### src/rtl/cordic_nco_pkg.sv
package cordic_nco_pkg;

  localparam real TWO_PI   = 6.283185307179586;
  localparam real INV_GAIN = 0.6072529350088813;

  // arctangent of 2^-i expressed in units of 2^-ph_w of a revolution
  function automatic int atan_rev(input int i, input int ph_w);
    real a;
    a = $atan(2.0 ** (-i)) / TWO_PI * (2.0 ** ph_w);
    return $rtoi(a + 0.5);
  endfunction

  // gain reciprocal quantised to kf_w fractional bits
  function automatic int inv_gain_q(input int kf_w);
    return $rtoi(INV_GAIN * (2.0 ** kf_w) + 0.5);
  endfunction

endpackage

### src/rtl/nco_phase_acc.sv
module nco_phase_acc #(
  parameter int ACC_W = 26
) (
  input  logic             clk,
  input  logic             rst_n,
  input  logic             take,
  input  logic [ACC_W-1:0] step,
  output logic [ACC_W-1:0] acc_q
);
  always_ff @(posedge clk or negedge rst_n) begin
    if (!rst_n)    acc_q <= '0;
    else if (take) acc_q <= acc_q + step;
  end
endmodule

### src/rtl/nco_prerot.sv
module nco_prerot #(
  parameter int PH_W    = 18,
  parameter int OUT_W   = 12,
  parameter int GUARD_W = 4,
  parameter int DP_W    = 17,
  parameter int KF_W    = 16
) (
  input  logic                   clk,
  input  logic                   rst_n,
  input  logic                   advance,
  input  logic                   take,
  input  logic [PH_W-1:0]        phase,
  input  logic [OUT_W-2:0]       amplitude,
  output logic                   v_o,
  output logic signed [DP_W-1:0] x_o,
  output logic signed [DP_W-1:0] y_o,
  output logic signed [PH_W-1:0] z_o
);
  localparam int AMP_W = OUT_W - 1;
  localparam int PRD_W = AMP_W + KF_W;
  localparam int SC_W  = AMP_W + GUARD_W;
  localparam logic [KF_W-1:0] KINV   = KF_W'(cordic_nco_pkg::inv_gain_q(KF_W));
  localparam logic [PH_W-1:0] EIGHTH = PH_W'(1) << (PH_W - 3);

  logic [PRD_W-1:0]       prod;
  logic [SC_W-1:0]        scaled;
  logic signed [DP_W-1:0] x0;
  logic [PH_W-1:0]        biased;
  logic [1:0]             quad;
  logic [PH_W-1:0]        resid;
  logic signed [DP_W-1:0] xn, yn;

  // gain pre-scale: amplitude * (1/K), kept with GUARD_W fraction bits
  assign prod   = {{KF_W{1'b0}}, amplitude} * {{AMP_W{1'b0}}, KINV};
  assign scaled = SC_W'(prod >> (KF_W - GUARD_W));
  assign x0     = signed'({{(DP_W - SC_W){1'b0}}, scaled});

  // fold the angle to the nearest quarter turn
  assign biased = phase + EIGHTH;
  assign quad   = biased[PH_W-1 -: 2];
  assign resid  = phase - {quad, {(PH_W-2){1'b0}}};

  always_comb begin
    unique case (quad)
      2'd0:    begin xn = x0;  yn = '0;  end
      2'd1:    begin xn = '0;  yn = x0;  end
      2'd2:    begin xn = -x0; yn = '0;  end
      default: begin xn = '0;  yn = -x0; end
    endcase
  end

  always_ff @(posedge clk or negedge rst_n) begin
    if (!rst_n) begin
      v_o <= 1'b0; x_o <= '0; y_o <= '0; z_o <= '0;
    end else if (advance) begin
      v_o <= take;
      x_o <= xn;
      y_o <= yn;
      z_o <= signed'(resid);
    end
  end
endmodule

### src/rtl/cordic_stage.sv
module cordic_stage #(
  parameter int DP_W  = 17,
  parameter int ZW    = 18,
  parameter int SHIFT = 0,
  parameter int ATAN  = 0
) (
  input  logic                   clk,
  input  logic                   rst_n,
  input  logic                   advance,
  input  logic                   v_i,
  input  logic signed [DP_W-1:0] x_i,
  input  logic signed [DP_W-1:0] y_i,
  input  logic signed [ZW-1:0]   z_i,
  output logic                   v_o,
  output logic signed [DP_W-1:0] x_o,
  output logic signed [DP_W-1:0] y_o,
  output logic signed [ZW-1:0]   z_o
);
  localparam logic signed [ZW-1:0] STEP = ZW'(ATAN);

  logic signed [DP_W-1:0] xs, ys;
  logic                   ccw;

  assign xs  = x_i >>> SHIFT;
  assign ys  = y_i >>> SHIFT;
  assign ccw = ~z_i[ZW-1];

  always_ff @(posedge clk or negedge rst_n) begin
    if (!rst_n) begin
      v_o <= 1'b0; x_o <= '0; y_o <= '0; z_o <= '0;
    end else if (advance) begin
      v_o <= v_i;
      if (ccw) begin
        x_o <= x_i - ys;
        y_o <= y_i + xs;
        z_o <= z_i - STEP;
      end else begin
        x_o <= x_i + ys;
        y_o <= y_i - xs;
        z_o <= z_i + STEP;
      end
    end
  end
endmodule

### src/rtl/nco_out_stage.sv
module nco_out_stage #(
  parameter int DP_W    = 17,
  parameter int OUT_W   = 12,
  parameter int GUARD_W = 4
) (
  input  logic                    clk,
  input  logic                    rst_n,
  input  logic                    advance,
  input  logic                    v_i,
  input  logic signed [DP_W-1:0]  x_i,
  input  logic signed [DP_W-1:0]  y_i,
  output logic                    v_o,
  output logic signed [OUT_W-1:0] c_o,
  output logic signed [OUT_W-1:0] s_o
);
  localparam logic signed [DP_W-1:0] HI = DP_W'((1 << (OUT_W - 1)) - 1);
  localparam logic signed [DP_W-1:0] LO = -DP_W'(1 << (OUT_W - 1));

  logic signed [DP_W-1:0]  xt, yt;
  logic signed [OUT_W-1:0] xc, yc;

  assign xt = x_i >>> GUARD_W;
  assign yt = y_i >>> GUARD_W;

  always_comb begin
    if (xt > HI)      xc = OUT_W'(HI);
    else if (xt < LO) xc = OUT_W'(LO);
    else              xc = OUT_W'(xt);
    if (yt > HI)      yc = OUT_W'(HI);
    else if (yt < LO) yc = OUT_W'(LO);
    else              yc = OUT_W'(yt);
  end

  always_ff @(posedge clk or negedge rst_n) begin
    if (!rst_n) begin
      v_o <= 1'b0; c_o <= '0; s_o <= '0;
    end else if (advance) begin
      v_o <= v_i;
      c_o <= xc;
      s_o <= yc;
    end
  end
endmodule

### src/rtl/cordic_nco.sv
module cordic_nco #(
  parameter int OUT_W   = 12,
  parameter int GUARD_W = 4,
  parameter int ITER    = 14,
  parameter int PH_W    = 18,
  parameter int FRAC_W  = 6,
  parameter int REV_W   = 2,
  parameter int KF_W    = 16,
  localparam int ACC_W  = REV_W + PH_W + FRAC_W,
  localparam int DP_W   = OUT_W + GUARD_W + 1
) (
  input  logic                    clk,
  input  logic                    rst_n,
  input  logic                    enable,
  input  logic [ACC_W-1:0]        phase_inc,
  input  logic [OUT_W-2:0]        amplitude,
  input  logic                    out_ready,
  output logic                    out_valid,
  output logic signed [OUT_W-1:0] out_cos,
  output logic signed [OUT_W-1:0] out_sin
);
  logic             advance;
  logic             take;
  logic [ACC_W-1:0] acc_q;
  logic [PH_W-1:0]  phase;

  logic                   sv [0:ITER];
  logic signed [DP_W-1:0] sx [0:ITER];
  logic signed [DP_W-1:0] sy [0:ITER];
  logic signed [PH_W-1:0] sz [0:ITER];

  // whole pipeline freezes while a sample waits at the port
  assign advance = ~out_valid | out_ready;
  assign take    = enable & advance;
  assign phase   = acc_q[FRAC_W +: PH_W];

  nco_phase_acc #(.ACC_W(ACC_W)) u_acc (
    .clk(clk), .rst_n(rst_n), .take(take), .step(phase_inc), .acc_q(acc_q)
  );

  nco_prerot #(
    .PH_W(PH_W), .OUT_W(OUT_W), .GUARD_W(GUARD_W), .DP_W(DP_W), .KF_W(KF_W)
  ) u_prerot (
    .clk(clk), .rst_n(rst_n), .advance(advance), .take(take),
    .phase(phase), .amplitude(amplitude),
    .v_o(sv[0]), .x_o(sx[0]), .y_o(sy[0]), .z_o(sz[0])
  );

  for (genvar i = 0; i < ITER; i++) begin : g_rot
    cordic_stage #(
      .DP_W(DP_W), .ZW(PH_W), .SHIFT(i),
      .ATAN(cordic_nco_pkg::atan_rev(i, PH_W))
    ) u_stage (
      .clk(clk), .rst_n(rst_n), .advance(advance),
      .v_i(sv[i]),   .x_i(sx[i]),   .y_i(sy[i]),   .z_i(sz[i]),
      .v_o(sv[i+1]), .x_o(sx[i+1]), .y_o(sy[i+1]), .z_o(sz[i+1])
    );
  end

  nco_out_stage #(.DP_W(DP_W), .OUT_W(OUT_W), .GUARD_W(GUARD_W)) u_out (
    .clk(clk), .rst_n(rst_n), .advance(advance),
    .v_i(sv[ITER]), .x_i(sx[ITER]), .y_i(sy[ITER]),
    .v_o(out_valid), .c_o(out_cos), .s_o(out_sin)
  );
endmodule

### config.mk
export PLATFORM = sky130hd
export DESIGN_NAME = cordic_nco
export DESIGN_NICKNAME = d
export VERILOG_FILES = /design/src/rtl/cordic_nco_pkg.sv /design/src/rtl/nco_phase_acc.sv /design/src/rtl/nco_prerot.sv /design/src/rtl/cordic_stage.sv /design/src/rtl/nco_out_stage.sv /design/src/rtl/cordic_nco.sv
export SDC_FILE = /design/constraint.sdc
export NUM_CORES = 2
export LEC_CHECK = 0
export BUFFER_PORTS_ARGS = -buffer_cell sky130_fd_sc_hd__buf_2
export CAP_MARGIN = 20
export CORE_MARGIN = 2
export CORE_UTILIZATION = 25
export CTS_CLUSTER_SIZE = 16
export DETAILED_ROUTE_END_ITERATION = 8
export HOLD_SLACK_MARGIN = 0.15
export SYNTH_ARGS = -nofsm -noshare
export SYNTH_HDL_FRONTEND = slang
export SYNTH_SLANG_ARGS = --single-unit
export TNS_END_PERCENT = 5
### constraint.sdc
create_clock -name clk -period 5.3 [get_ports clk]
set_clock_uncertainty 0.1 [all_clocks]
set_input_delay 0.53 -clock clk [delete_from_list [all_inputs] [get_ports clk]]
set_output_delay 0.53 -clock clk [all_outputs]
set_load 0.02 [all_outputs]
==> metrics.md <==
| Metric | Value |
|---|---|
| Dpl cells | `11.5k` |
| Required @ worst endpoint | `5.78 ns` |
| Io pins | `66` |
| Crit path DAT | `5.65 ns` |
| Htree depth | `3` |
| Die width | `521 µm` |
| RePlAce Congestion | `0.841` |
| Num CTS Buffers | `90` |
| Initial core utilization | `0.252` |
| TritonCTS clock tree | `built` |
| Row count | `189` |
| Seq cells post-synth | `798` |
| Period utilisation layout | `0.976` |
| Most frequent CP cell | `fa_1` |
| Worst-path cell chain | `buf_4 > fa_1 > inv_1 > fa_2 > inv_2 > fa_2 > fa_1 > inv_1 > fa_1 > inv_2 > ha_4 > a21oi_4 > buf_6 > o21ai_4 > or2_4 > o41ai_4 > o211ai_4 > nor3_4 > a31oi_1 > xnor2_1 > o31ai_1` |
| Slowest-stage cell, CP | `fa_1` |
| Die ar. | `272000 µm²` |
| Synthesized area | `66900 µm²` |
| Clk sinks | `798` |
| Gr ovfl total | `0` |
| CP Launch Type | `input pin` |
| Primary FF master, synth | `dfrtp_1` |
| Worst path max stage delay | `0.52 ns` |
| Port Buffers | `63` |
| Core box area | `266000 µm²` |
| Number of setup violations in the final report | `0` |
| FF-to-FF setup slack | `0.96 ns` |
| Starting DRC count in detailed routing | `3031` |
| Number of distinct library cells after synthesis | `95` |
| GRT Total Usage | `0.117` |
| First-pass DRT Iterations | `5` |
| Clock Pin Slew Worst Setup and Hold Paths | `0.06 ns` |
| Max-slew violations | `0` |
| Net Count, Synth | `8944` |
| Crit path kind | `input pin to register` |
| Status | `finished, final reports clean` |
| Post-synth EDFFs | `0` |
| Final hold viol count | `0` |
| Initial antenna violation count | `4` |
| Worst-Margin Slew | `1.08 ns` |
| Ys async rst share | `1.00` |
| Seq/Total Area, Yosys | `0.299` |
| First-pass GRT wire length | `270000 µm` |
| P&R area growth vs syn | `13.2%` |
| Mean number of vias per cell | `4.64` |
| Maximum fanout along the worst path | `4` |
| CP delay by family, top | `adder cells` |
| Worst Setup End Kind | `register` |
| Nets | `9002` |
| Final WL | `161000 µm` |
| F_max | `0.193 GHz` |
| Final ANT Viol Nets | `0` |
| Final non-filler cell total | `11.7k` |
| RSZ-0062 raised after global routing | `true` |
| DRC viols | `0` |
| Max_slew headroom | `0.283` |
| Vias in the first global route | `52.0k` |
| Buf/Inv on CP | `6` |
| Die Y | `521 µm` |
| Largest net degree at the start of global routing | `204` |
| Tmin final | `5.17 ns` |
| Worst hold-check path type | `input pin to register` |
| Syn avg cell area | `8.36 µm²` |
| Synthesis Warnings | `0` |
| Synthesized netlist cell count | `8000` |
| Clock latency at the later pin of the worst-skew pair | `0.73 ns` |
| Share of layout cells above drive strength 1 | `0.0679` |
| CTS Buffer Depth | `3` |
| Wirelength per Cell | `13.8 µm` |
| Vias | `54.2k` |
| MaxCap Viol Count | `0` |
| Hpwl dp | `122000 µm` |
| CTS root buf | `clkbuf_16` |
==> worst min-delay path: cells and delay by family <==
family	cells	cell delay (ns)
AO/OA/AOI/OAI	1	0.13
buffers and inverters	1	0.08
XOR/XNOR	1	0.07
adder cells (fa/ha/maj)	1	0.17
==> synth_stat cells, types with 38 or more instances <==
| library cell | instances | area (µm²) |
|---|---|---|
| nor2_1 | 906 | 3400 |
| a21oi_1 | 853 | 4270 |
| ha_1 | 802 | 10000 |
| dfrtp_1 | 798 | 20000 |
| nand2_1 | 797 | 2990 |
| inv_1 | 551 | 2070 |
| o21ai_0 | 400 | 2000 |
| xnor2_1 | 387 | 3390 |
| xor2_1 | 294 | 2570 |
| nor3_1 | 229 | 1150 |
| clkbuf_1 | 228 | 856 |
| nand3_1 | 182 | 911 |
| a21o_1 | 141 | 1060 |
| fa_1 | 101 | 2020 |
| o21bai_1 | 101 | 758 |
| a211oi_1 | 96 | 721 |
| o31ai_1 | 92 | 691 |
| and3_1 | 81 | 507 |
| a31oi_1 | 72 | 450 |
| nor2b_1 | 55 | 344 |
| nand2b_1 | 54 | 338 |
| o21a_1 | 47 | 353 |
| mux2i_1 | 41 | 410 |
| buf_1 | 39 | 146 |
| a21boi_0 | 38 | 285 |
==> logic make-up after synthesis <==
| family | synth area share |
|---|---|
| compound gates | 0.203 |
| mux | 0.0105 |
| simple gates | 0.169 |
| flops | 0.299 |
| xor+xnor | 0.0895 |
| buf+inv | 0.0466 |
| fa+ha+maj | 0.184 |
==> through the flow <==
stage / hold slack, ns / instance area [µm²] / setup slack (ns) / setup TNS, ns / util
after floorplan: 0.134 / 67100 / -0.143 / -0.497 / -
after global placement: 0.348 / 72200 / -0.730 / -16.29 / 0.272
after detailed placement: 0.352 / 72200 / -0.763 / -17.35 / 0.272
after CTS: 0.163 / 75500 / 0.00644 / 0 / 0.284
after global routing: 0.213 / 75700 / -0.0236 / -0.0236 / 0.285
final: 0.218 / 75700 / 0.130 / 0 / 0.285
==> placed cells by master (no fill, tap or decap), types with 155 or more instances in the layout <==
cell	synthesis	final
inv_1	551	537
nor3_1	229	228
nand2_1	797	796
buf_4	0	155
dfrtp_1	798	798
a21oi_1	853	852
nand3_1	182	181
xnor2_1	387	387
ha_1	802	788
nor2_1	906	906
xor2_1	294	294
o21ai_0	400	398
==> cell type report <==
| type | instances | area [µm²] |
|---|---|---|
| fillers | 28500 | 190000 |
| multi-input cells | 6378 | 44100 |
| flip-flops and latches | 798 | 20000 |
| well taps | 3533 | 4420 |
| clock buffers | 129 | 2700 |
| inverters | 554 | 2080 |
| repair buffers | 236 | 1830 |
| clock inverters | 39 | 582 |
| diodes | 1 | 2.50 |
==> registers in the layout, summed over array words and instances, names as in the netlist <==
| signal | flops |
|---|---|
| u_prerot.v_o | 1 |
| g_rot.u_stage.v_o | 14 |
| g_rot.u_stage.x_o | 233 |
| g_rot.u_stage.z_o | 215 |
| u_prerot.y_o | 17 |
| u_prerot.z_o | 18 |
| u_out.c_o | 12 |
| u_out.s_o | 12 |
| u_prerot.x_o | 17 |
| u_out.v_o | 1 |
| g_rot.u_stage.y_o | 234 |
| u_acc.acc_q | 24 |
==> path summary, 6_finish.rpt <==
kind | startpoint | to | cells past startpoint
setup / recovery | amplitude[6] | u_prerot.y_o[14] | 21
hold / removal | phase_inc[8] | u_acc.acc_q[8] | 4
setup reg to reg | g_rot[3].u_stage.y_o[4] | g_rot[4].u_stage.x_o[16] | 14
hold reg to reg | g_rot[5].u_stage.z_o[2] | g_rot[6].u_stage.z_o[2] | 1
max in group asynchronous | rst_n | g_rot[11].u_stage.z_o[14] | 3
min in group asynchronous | rst_n | g_rot[0].u_stage.y_o[7] | 2
==> metal layers <==
metal  track usage  part of all wire
met5             0           0.00011
met4        0.0262             0.022
met3        0.0163             0.033
met2         0.185              0.43
met1         0.168              0.51
==> timing repair <==
item | CTS | global route
hold buffers | 6 | 0
buffers inserted | 0 | 6
setup endpoints to repair | 0 | 17
endpoints found under the hold margin | 82 | 0
resized for setup | 0 | 46
Power is left out: the tool's default activity adds up to more than one toggle a clock period on the data nets, which glitch-free logic cannot reach.
